## src/rtl/sector_txn_pkg.sv

```systemverilog
package sector_txn_pkg;

  typedef enum logic [1:0] {
    OP_READ     = 2'd0,
    OP_WRITE    = 2'd1,
    OP_UPD_DATA = 2'd2,
    OP_UPD_LD   = 2'd3
  } op_e;

  typedef enum logic [2:0] {
    S_IDLE,
    S_WAIT,
    S_ISSUE,
    S_RUN,
    S_CUT
  } st_e;

  // Direction of a record (0 header, 1 label, 2 data) for a command.
  function automatic logic rec_writes(op_e op, logic [1:0] rec);
    case (op)
      OP_READ:     rec_writes = 1'b0;
      OP_WRITE:    rec_writes = 1'b1;
      OP_UPD_DATA: rec_writes = (rec == 2'd2);
      default:     rec_writes = (rec != 2'd0);
    endcase
  endfunction

endpackage

```

## src/rtl/sector_rec_plan.sv

```systemverilog
module sector_rec_plan
  import sector_txn_pkg::*;
#(
  parameter int WORDW        = 9,
  parameter int ADDRW        = 10,
  parameter int PREW         = 6,
  parameter int HDR_WORDS    = 2,
  parameter int LBL_WORDS    = 8,
  parameter int DAT_WORDS    = 256,
  parameter int BASE         = 0,
  parameter int PRE_WR_FIRST = 34,
  parameter int PRE_RD_FIRST = 21,
  parameter int PRE_WR_NEXT  = 3,
  parameter int PRE_WR_CUT   = 4,
  parameter int PRE_RD_NEXT  = 4
) (
  input  op_e              op,
  input  logic [1:0]       rec,
  output logic             wr,
  output logic [WORDW-1:0] words,
  output logic [ADDRW-1:0] addr,
  output logic [PREW-1:0]  pre
);
  localparam int ADDR_LBL = BASE + HDR_WORDS;
  localparam int ADDR_DAT = BASE + HDR_WORDS + LBL_WORDS;

  logic prev_wr;

  always_comb begin
    wr      = rec_writes(op, rec);
    prev_wr = (rec != 2'd0) && rec_writes(op, rec - 2'd1);
    case (rec)
      2'd0: begin
        words = WORDW'(HDR_WORDS);
        addr  = ADDRW'(BASE);
      end
      2'd1: begin
        words = WORDW'(LBL_WORDS);
        addr  = ADDRW'(ADDR_LBL);
      end
      default: begin
        words = WORDW'(DAT_WORDS);
        addr  = ADDRW'(ADDR_DAT);
      end
    endcase
    if (rec == 2'd0)
      pre = wr ? PREW'(PRE_WR_FIRST) : PREW'(PRE_RD_FIRST);
    else if (!wr)
      pre = PREW'(PRE_RD_NEXT);
    else
      pre = prev_wr ? PREW'(PRE_WR_NEXT) : PREW'(PRE_WR_CUT);
  end
endmodule

```

## src/rtl/sector_cut_timer.sv

```systemverilog
module sector_cut_timer #(
  parameter int CUT_WAIT = 3
) (
  input  logic clk,
  input  logic rst,
  input  logic load,
  input  logic tick,
  output logic expire
);
  localparam int CW = (CUT_WAIT > 1) ? $clog2(CUT_WAIT) : 1;
  localparam logic [CW-1:0] LAST = CW'(CUT_WAIT - 1);

  logic [CW-1:0] cnt;
  logic          active;

  assign expire = active && tick && (cnt == LAST);

  always_ff @(posedge clk) begin
    if (rst) begin
      cnt    <= '0;
      active <= 1'b0;
    end else if (load) begin
      cnt    <= '0;
      active <= 1'b1;
    end else if (expire) begin
      cnt    <= '0;
      active <= 1'b0;
    end else if (active && tick) begin
      cnt <= cnt + 1'b1;
    end
  end
endmodule

```

## src/rtl/sector_txn_seq.sv

```systemverilog
module sector_txn_seq
  import sector_txn_pkg::*;
#(
  parameter int SECTORS      = 12,
  parameter int HDR_WORDS    = 2,
  parameter int LBL_WORDS    = 8,
  parameter int DAT_WORDS    = 256,
  parameter int BASE         = 0,
  parameter int ADDRW        = 10,
  parameter int PREW         = 6,
  parameter int PRE_WR_FIRST = 34,
  parameter int PRE_RD_FIRST = 21,
  parameter int PRE_WR_NEXT  = 3,
  parameter int PRE_WR_CUT   = 4,
  parameter int PRE_RD_NEXT  = 4,
  parameter int CUT_WAIT     = 3,
  localparam int SECW  = $clog2(SECTORS),
  localparam int WORDW = $clog2(DAT_WORDS + 1)
) (
  input  logic             clk,
  input  logic             rst,
  input  logic             cmd_valid,
  input  logic [1:0]       cmd_op,
  input  logic [SECW-1:0]  cmd_sector,
  input  logic             sector_mark,
  input  logic [SECW-1:0]  sector_num,
  input  logic             word_tick,
  output logic             fe_go,
  output logic             fe_write,
  output logic [WORDW-1:0] fe_words,
  output logic [ADDRW-1:0] fe_addr,
  output logic [PREW-1:0]  fe_pre,
  input  logic             fe_done,
  input  logic             fe_err,
  input  logic [1:0]       fe_err_code,
  output logic             read_gate,
  output logic             write_gate,
  output logic             busy,
  output logic             done,
  output logic             err,
  output logic [1:0]       err_code,
  output logic [1:0]       err_rec
);
  st_e              st;
  op_e              op_q;
  logic [SECW-1:0]  tgt_q;
  logic [1:0]       rec_q;
  logic             plan_wr;
  logic [WORDW-1:0] plan_words;
  logic [ADDRW-1:0] plan_addr;
  logic [PREW-1:0]  plan_pre;
  logic             last_rec, rec_ok, cut_load, cut_expire;

  sector_rec_plan #(
    .WORDW(WORDW), .ADDRW(ADDRW), .PREW(PREW),
    .HDR_WORDS(HDR_WORDS), .LBL_WORDS(LBL_WORDS), .DAT_WORDS(DAT_WORDS),
    .BASE(BASE), .PRE_WR_FIRST(PRE_WR_FIRST), .PRE_RD_FIRST(PRE_RD_FIRST),
    .PRE_WR_NEXT(PRE_WR_NEXT), .PRE_WR_CUT(PRE_WR_CUT), .PRE_RD_NEXT(PRE_RD_NEXT)
  ) plan_i (
    .op(op_q), .rec(rec_q), .wr(plan_wr),
    .words(plan_words), .addr(plan_addr), .pre(plan_pre)
  );

  // Cutover needed when a read record completes and the next one writes.
  assign last_rec = (rec_q == 2'd2);
  assign rec_ok   = (st == S_RUN) && fe_done && !fe_err;
  assign cut_load = rec_ok && !last_rec && !plan_wr &&
                    rec_writes(op_q, rec_q + 2'd1);

  sector_cut_timer #(.CUT_WAIT(CUT_WAIT)) cut_i (
    .clk(clk), .rst(rst), .load(cut_load), .tick(word_tick), .expire(cut_expire)
  );

  always_ff @(posedge clk) begin
    if (rst) begin
      st         <= S_IDLE;
      op_q       <= OP_READ;
      tgt_q      <= '0;
      rec_q      <= '0;
      fe_go      <= 1'b0;
      fe_write   <= 1'b0;
      fe_words   <= '0;
      fe_addr    <= '0;
      fe_pre     <= '0;
      read_gate  <= 1'b0;
      write_gate <= 1'b0;
      busy       <= 1'b0;
      done       <= 1'b0;
      err        <= 1'b0;
      err_code   <= '0;
      err_rec    <= '0;
    end else begin
      fe_go <= 1'b0;
      done  <= 1'b0;
      case (st)
        S_IDLE: if (cmd_valid) begin
          op_q     <= op_e'(cmd_op);
          tgt_q    <= cmd_sector;
          rec_q    <= '0;
          busy     <= 1'b1;
          err      <= 1'b0;
          err_code <= '0;
          err_rec  <= '0;
          st       <= S_WAIT;
        end
        S_WAIT: if (sector_mark && sector_num == tgt_q) st <= S_ISSUE;
        S_ISSUE: begin
          fe_go    <= 1'b1;
          fe_write <= plan_wr;
          fe_words <= plan_words;
          fe_addr  <= plan_addr;
          fe_pre   <= plan_pre;
          if (plan_wr) write_gate <= 1'b1;
          else         read_gate  <= 1'b1;
          st <= S_RUN;
        end
        S_RUN: if (fe_done) begin
          read_gate <= 1'b0;
          if (fe_err || last_rec) begin
            write_gate <= 1'b0;
            busy       <= 1'b0;
            done       <= 1'b1;
            err        <= fe_err;
            err_code   <= fe_err ? fe_err_code : 2'd0;
            err_rec    <= fe_err ? rec_q : 2'd0;
            st         <= S_IDLE;
          end else begin
            rec_q <= rec_q + 2'd1;
            st    <= cut_load ? S_CUT : S_ISSUE;
          end
        end
        S_CUT: if (cut_expire) st <= S_ISSUE;
        default: st <= S_IDLE;
      endcase
    end
  end
endmodule

```

## config.mk

```make
export PLATFORM = sky130hd
export DESIGN_NAME = sector_txn_seq
export DESIGN_NICKNAME = d
export VERILOG_FILES = /design/src/rtl/sector_txn_pkg.sv /design/src/rtl/sector_rec_plan.sv /design/src/rtl/sector_cut_timer.sv /design/src/rtl/sector_txn_seq.sv
export SDC_FILE = /design/constraint.sdc
export NUM_CORES = 1
export LEC_CHECK = 0
export BUFFER_PORTS_ARGS = -buffer_cell sky130_fd_sc_hd__buf_2
export CORE_ASPECT_RATIO = 1.5
export CORE_UTILIZATION = 35
export CTS_CLUSTER_SIZE = 24
export DETAILED_ROUTE_END_ITERATION = 6
export PLACE_DENSITY = 0.67
export SLEW_MARGIN = 20
export SYNTH_ARGS = -nofsm -noshare
export SYNTH_HDL_FRONTEND = slang
export SYNTH_SLANG_ARGS = --single-unit
```

## constraint.sdc

```tcl
create_clock -name clk -period 4.6 [get_ports clk]
set_input_delay 1.38 -clock clk [delete_from_list [all_inputs] [get_ports clk]]
set_output_delay 1.38 -clock clk [all_outputs]
set_load 0.03 [all_outputs]
```

### Word level (Yosys, flattened, before mapping)

Cells that the tools add are included.

* output and inout bits: 36
* register bits after elaboration: 50
* logic and storage cells: 118

* bitwise logic cells: 2
* reduce and logical (&&, ||, !) cells: 30
* equality and inequality tests: 20
* muxes and demuxes: 45
* $add $sub $neg: 3

Operators with widths (number)
* $mux W3: 7
* $mux W2: 9
* $mux W6: 3
* $pmux W9 S2: 1
* $reduce_and A4 Y1: 4
* $pmux W3 S5: 1
* $ne A2 B2 Y1 const B: 7
* $mux W1: 13
* $pmux W2 S2: 3
* $reduce_bool A2 Y1: 6
* $eq A2 B2 Y1 const B: 5
* $logic_and A1 B1 Y1: 9
* $pmux W1 S3: 3
* $pmux W1 S2: 4
* $pmux W4 S2: 1
* $eq A3 B2 Y1 const B: 2
* $reduce_or A3 Y1: 2
* $add A2 B1 Y2 const B: 2
* $eq A2 B1 Y1 const B: 2
* $eq A4 B4 Y1: 1
* $logic_not A2 Y1: 2
* $eq A3 B1 Y1 const B: 1
* $eq A3 B3 Y1 const B: 1
* $logic_not A1 Y1: 3
* 7 further kinds: 8

### Depth between registers and ports, before layout

* word-level depth: 10
* depth in mapped cells: 7
* gate-level depth less buffers: 7

### Cells and area by module

Synthesis repeated with hierarchy kept, for this count alone.

* cells, all modules: 282
* area total of the unflattened synthesis: 2311.0 um^2

By module, submodules not included
* sector_txn_seq: times used 1, area an instance 1930.6 um^2, cells an instance 235
* sector_rec_plan: times used 1, area an instance 220.2 um^2, cells an instance 32
* sector_cut_timer: times used 1, area an instance 160.2 um^2, cells an instance 15

### Worst setup path before layout

No wires, ideal clock.

* path kind: input to register
* from: in fe_err
* to: reg rec_q[0]
* library setup time: 0.065 ns
* path buffers: 0
* required time: 4.535 ns
* data arrival time: 2.344 ns
* path slack: 2.191 ns
* stages: 5
* path through: nor2_1 -> nand4_1 -> a21oi_1 -> mux2_2 -> nor2_1

* cells in the longest elaborated chain, start to end: 3

RTL lines
* start: declaration: RTL line sector_txn_seq.sv:34 `input logic fe_err,`
* $logic_or A1 B1 Y1: RTL line sector_txn_seq.sv:119 `if (fe_err || last_rec) begin`
* $ne A2 B2 Y1 (no line)
* $reduce_and A4 Y1 (no line)
* end signal: assignment: RTL line sector_txn_seq.sv:128 `rec_q <= rec_q + 2'd1;`
* end: declaration: RTL line sector_txn_seq.sv:47 `logic [1:0] rec_q;`

Every way passes these cells.
A chain may end at the register's enable or synchronous reset.

### Worst setup path in the final report

* from: in fe_err
* to: reg rec_q[1]

The elaborated chain is that of the path after synthesis.

==> qor.yml <==
critical_path:
  crit_path_start_kind: "input port"
  crit_buf_inv: 1
  cpMostUsedCell: "nor2_1"
  cp_data_required_time_ns: 4.82
  r2r-start: "rec_q[0]"
  crit_arrival_ns: 2.65
  slowest_stage: "mux2_2"
  worstReg2RegEnd: "rec_q[1]"
  r2r_cells: 7
  worstSetupPathType: "in -> reg"
  cp_max_fo: 5
  path_delay_family: "simple AND/OR/NAND/NOR gates"
  reg2reg_slack_ns: 2.48
  cpPeakStageDelay_ns: 0.38
  crit_chain: "buf_2 -> nor2_1 -> nand4_1 -> a21oi_1 -> mux2_2 -> nor2_1"
  crit_path_end_kind: "flip-flop"
grt:
  met2_usage_pct: 25.3
  grt_busiest_layer: "met2"
  grt_pass1_vias: 1285
  use_met3_pct: 3.10
  gr-total-overflow: 0
  grt_max_degree: 35
  grt_first_pass_wirelength_um: 5790
  gr-usage-met1_pct: 17.2
  antenna_found_initial: 0
  grtUsageTotal_pct: 14.8
synthesis:
  synth_area_per_cell_um2: 8.21
  synth-edff-count: 0
  synth_top_area_share_pct: 39.5
  netlist_instances: 210
  ys_seq_area_share_pct: 39.5
  ys.flop_type: "dfxtp_1"
  ys_ff_latch: 34
  synth_common_cells: "dfxtp_1 (34), nand2_1 (30), a21oi_1 (24)"
  yosysMostFrequentCell: "dfxtp_1"
  yosysTopAreaCell: "dfxtp_1"
  ys_warn_count: 0
  synthTopCellsByArea: "dfxtp_1 (39%), a21oi_1 (7.0%), buf_4 (7.0%)"
  synth_area_mm2: 0.00172
  synth_async_sr_flop_share_pct: 0
  synth_cell_types: 41
timing:
  tns_ns: 0
  min_period_ns: 2.44
  drv_slew: 0
  post-route-period-util_pct: 52.9
  setup_viol: 0
  rsz0062_at_grt: "false"
  setup_slack_ns: 2.16
  fmaxAchievable_mhz: 411
  tightest_slew_ns: 0.673
  finalHoldViolCount: 0
  clock-skew-final_ns: 0.00515
  max_slew_margin_pct: 55.0
floorplanning:
  io_pins: 55
  die_h_um: 88.0
  initial_core_util_pct: 37.3
  die_w_um: 59.3
  core_mm2: 0.00462
  die_area_mm2: 0.00522
  rows: 30
clocking:
  clock_latency_ns: 0.28
  htreeDepth: 2
  clkTransAtPathRegs_ns: 0.07
  postCtsHoldBufs: 0
  cts_buffer_depth: 2
  cts_resized: 0
  cts_tree: "done"
  cts_setup_buffers: 0
  cts_sinks: 34
  cts_buffers: 5
  root_buffer: "clkbuf_8"
min_path:
  hold_class: "reg -> reg"
  whs_endpoint: "fe_pre[4]"
  hp-start: "fe_pre[4]"
  holdPathStages: 2
run_status:
  status: "complete, no violations"
power_and_ir_drop:
  p_per_area_mw_per_mm2: 378
  p_leak_nw: 0.852
  irDropWorstVdd_uv: 184
drt:
  post-route-drc-count: 0
  vias: 1466
  postRouteAntennaNets: 0
  wl_per_cell_um: 12.0
  route.final.wire_length_um: 3670
  first_pass_iters: 4
  drtIter0Drc: 39
  via_per_inst: 4.78
layout:
  drive_gt1_share_pct: 22.2
  area_delta_synth_final_pct: 13.2
  num_antenna_cells: 0
  final_util_pct: 42.3
  nNetsFinal: 269
placed_design:
  place_ws_ns: 1.91
  dp_hpwl_um: 2660
  portBuffers: 39
  gp_congestion: 0.832
run:
  cap_violations: 0
==> cell families after synthesis <==
| logic type | synth area share [%] |
|---|---|
| DFF | 39.5 |
| other | 0.217 |
| muxes | 1.31 |
| buffers and inverters | 12.6 |
| xor gates and xnor gates | 0.508 |
| AOI/OAI and AO/OA | 16.2 |
| and+or+nand+nor | 23.9 |
| adders and majority gates | 5.81 |
==> per-stage QoR <==
step | cell area [um^2] | instances | hold WS, ns | total power, W
floorplan | 1780 | 224 | 0.436 | 0.000491
global placement | 1860 | 299 | 0.441 | 0.000516
detailed placement | 1860 | 299 | 0.446 | 0.000517
CTS | 1950 | 307 | 0.455 | 0.000742
global route | 1950 | 307 | 0.477 | 0.000773
finish | 1950 | 307 | 0.453 | 0.000737
==> layout make-up <==
cell class,count,area (um^2)
Inverter,7,26.3
Multi-Input combinational cell,155,878
Fill cell,472,2670
Sequential cell,34,681
Clock buffer,7,86.3
Timing Repair Buffer,39,195
Tap cell,64,80.1
Clock inverter,1,5.00
==> worst min-delay path: stages, from the launching register on <==
cell and delay [ns]:
dfxtp_1 0.31, nand2_1 0.05, a21oi_1 0.05
==> cell usage in the layout, fill, tap and decap left out, types with 2 or more instances in the layout <==
cell	instances
nand4_1	3
and3_1	2
mux2_2	2
a211oi_1	2
o21ai_0	4
nand3_1	3
dfxtp_1	34
ha_1	8
nand2_1	30
nand2b_1	6
buf_2	39
nor3_1	9
a31oi_1	4
a21oi_1	24
a22oi_1	5
nor2_1	18
inv_1	7
clkbuf_8	6
conb_1	15
==> registers in the layout, summed over array words and instances, names as in the netlist <==
register,flops
fe_words,2
rec_q,2
done,1
st,3
cut_i.active,1
cut_i.cnt,2
err_code,2
tgt_q,4
err,1
write_gate,1
fe_go,1
fe_write,1
busy,1
fe_pre,5
op_q,2
err_rec,2
read_gate,1
fe_addr,2
==> metal layers <==
layer	vias up	wire, um
met2	40	1870
met4	0	61
met3	4	156
li1	755	-
met1	667	1580
met5	-	0
==> report_power, final <==
part           internal, W  switching [W]
Sequential        0.000318      0.0000235
Combinational    0.0000547       0.000114
Clock             0.000121       0.000106
==> how the worst max path moves through the flow <==
stage / startpoint / to / slack (ns) / depth (start not counted)
final: fe_err / rec_q[1] / 2.16 / 6
after global routing: fe_err / rec_q[0] / 2.05 / 6
after floorplan: fe_err / rec_q[0] / 2.19 / 5
after CTS: fe_err / rec_q[1] / 2.20 / 6
after detailed placement: fe_err / rec_q[1] / 1.91 / 6
after global placement: fe_err / rec_q[1] / 1.98 / 6
No activity file was read; power rests on OpenSTA's default activity.
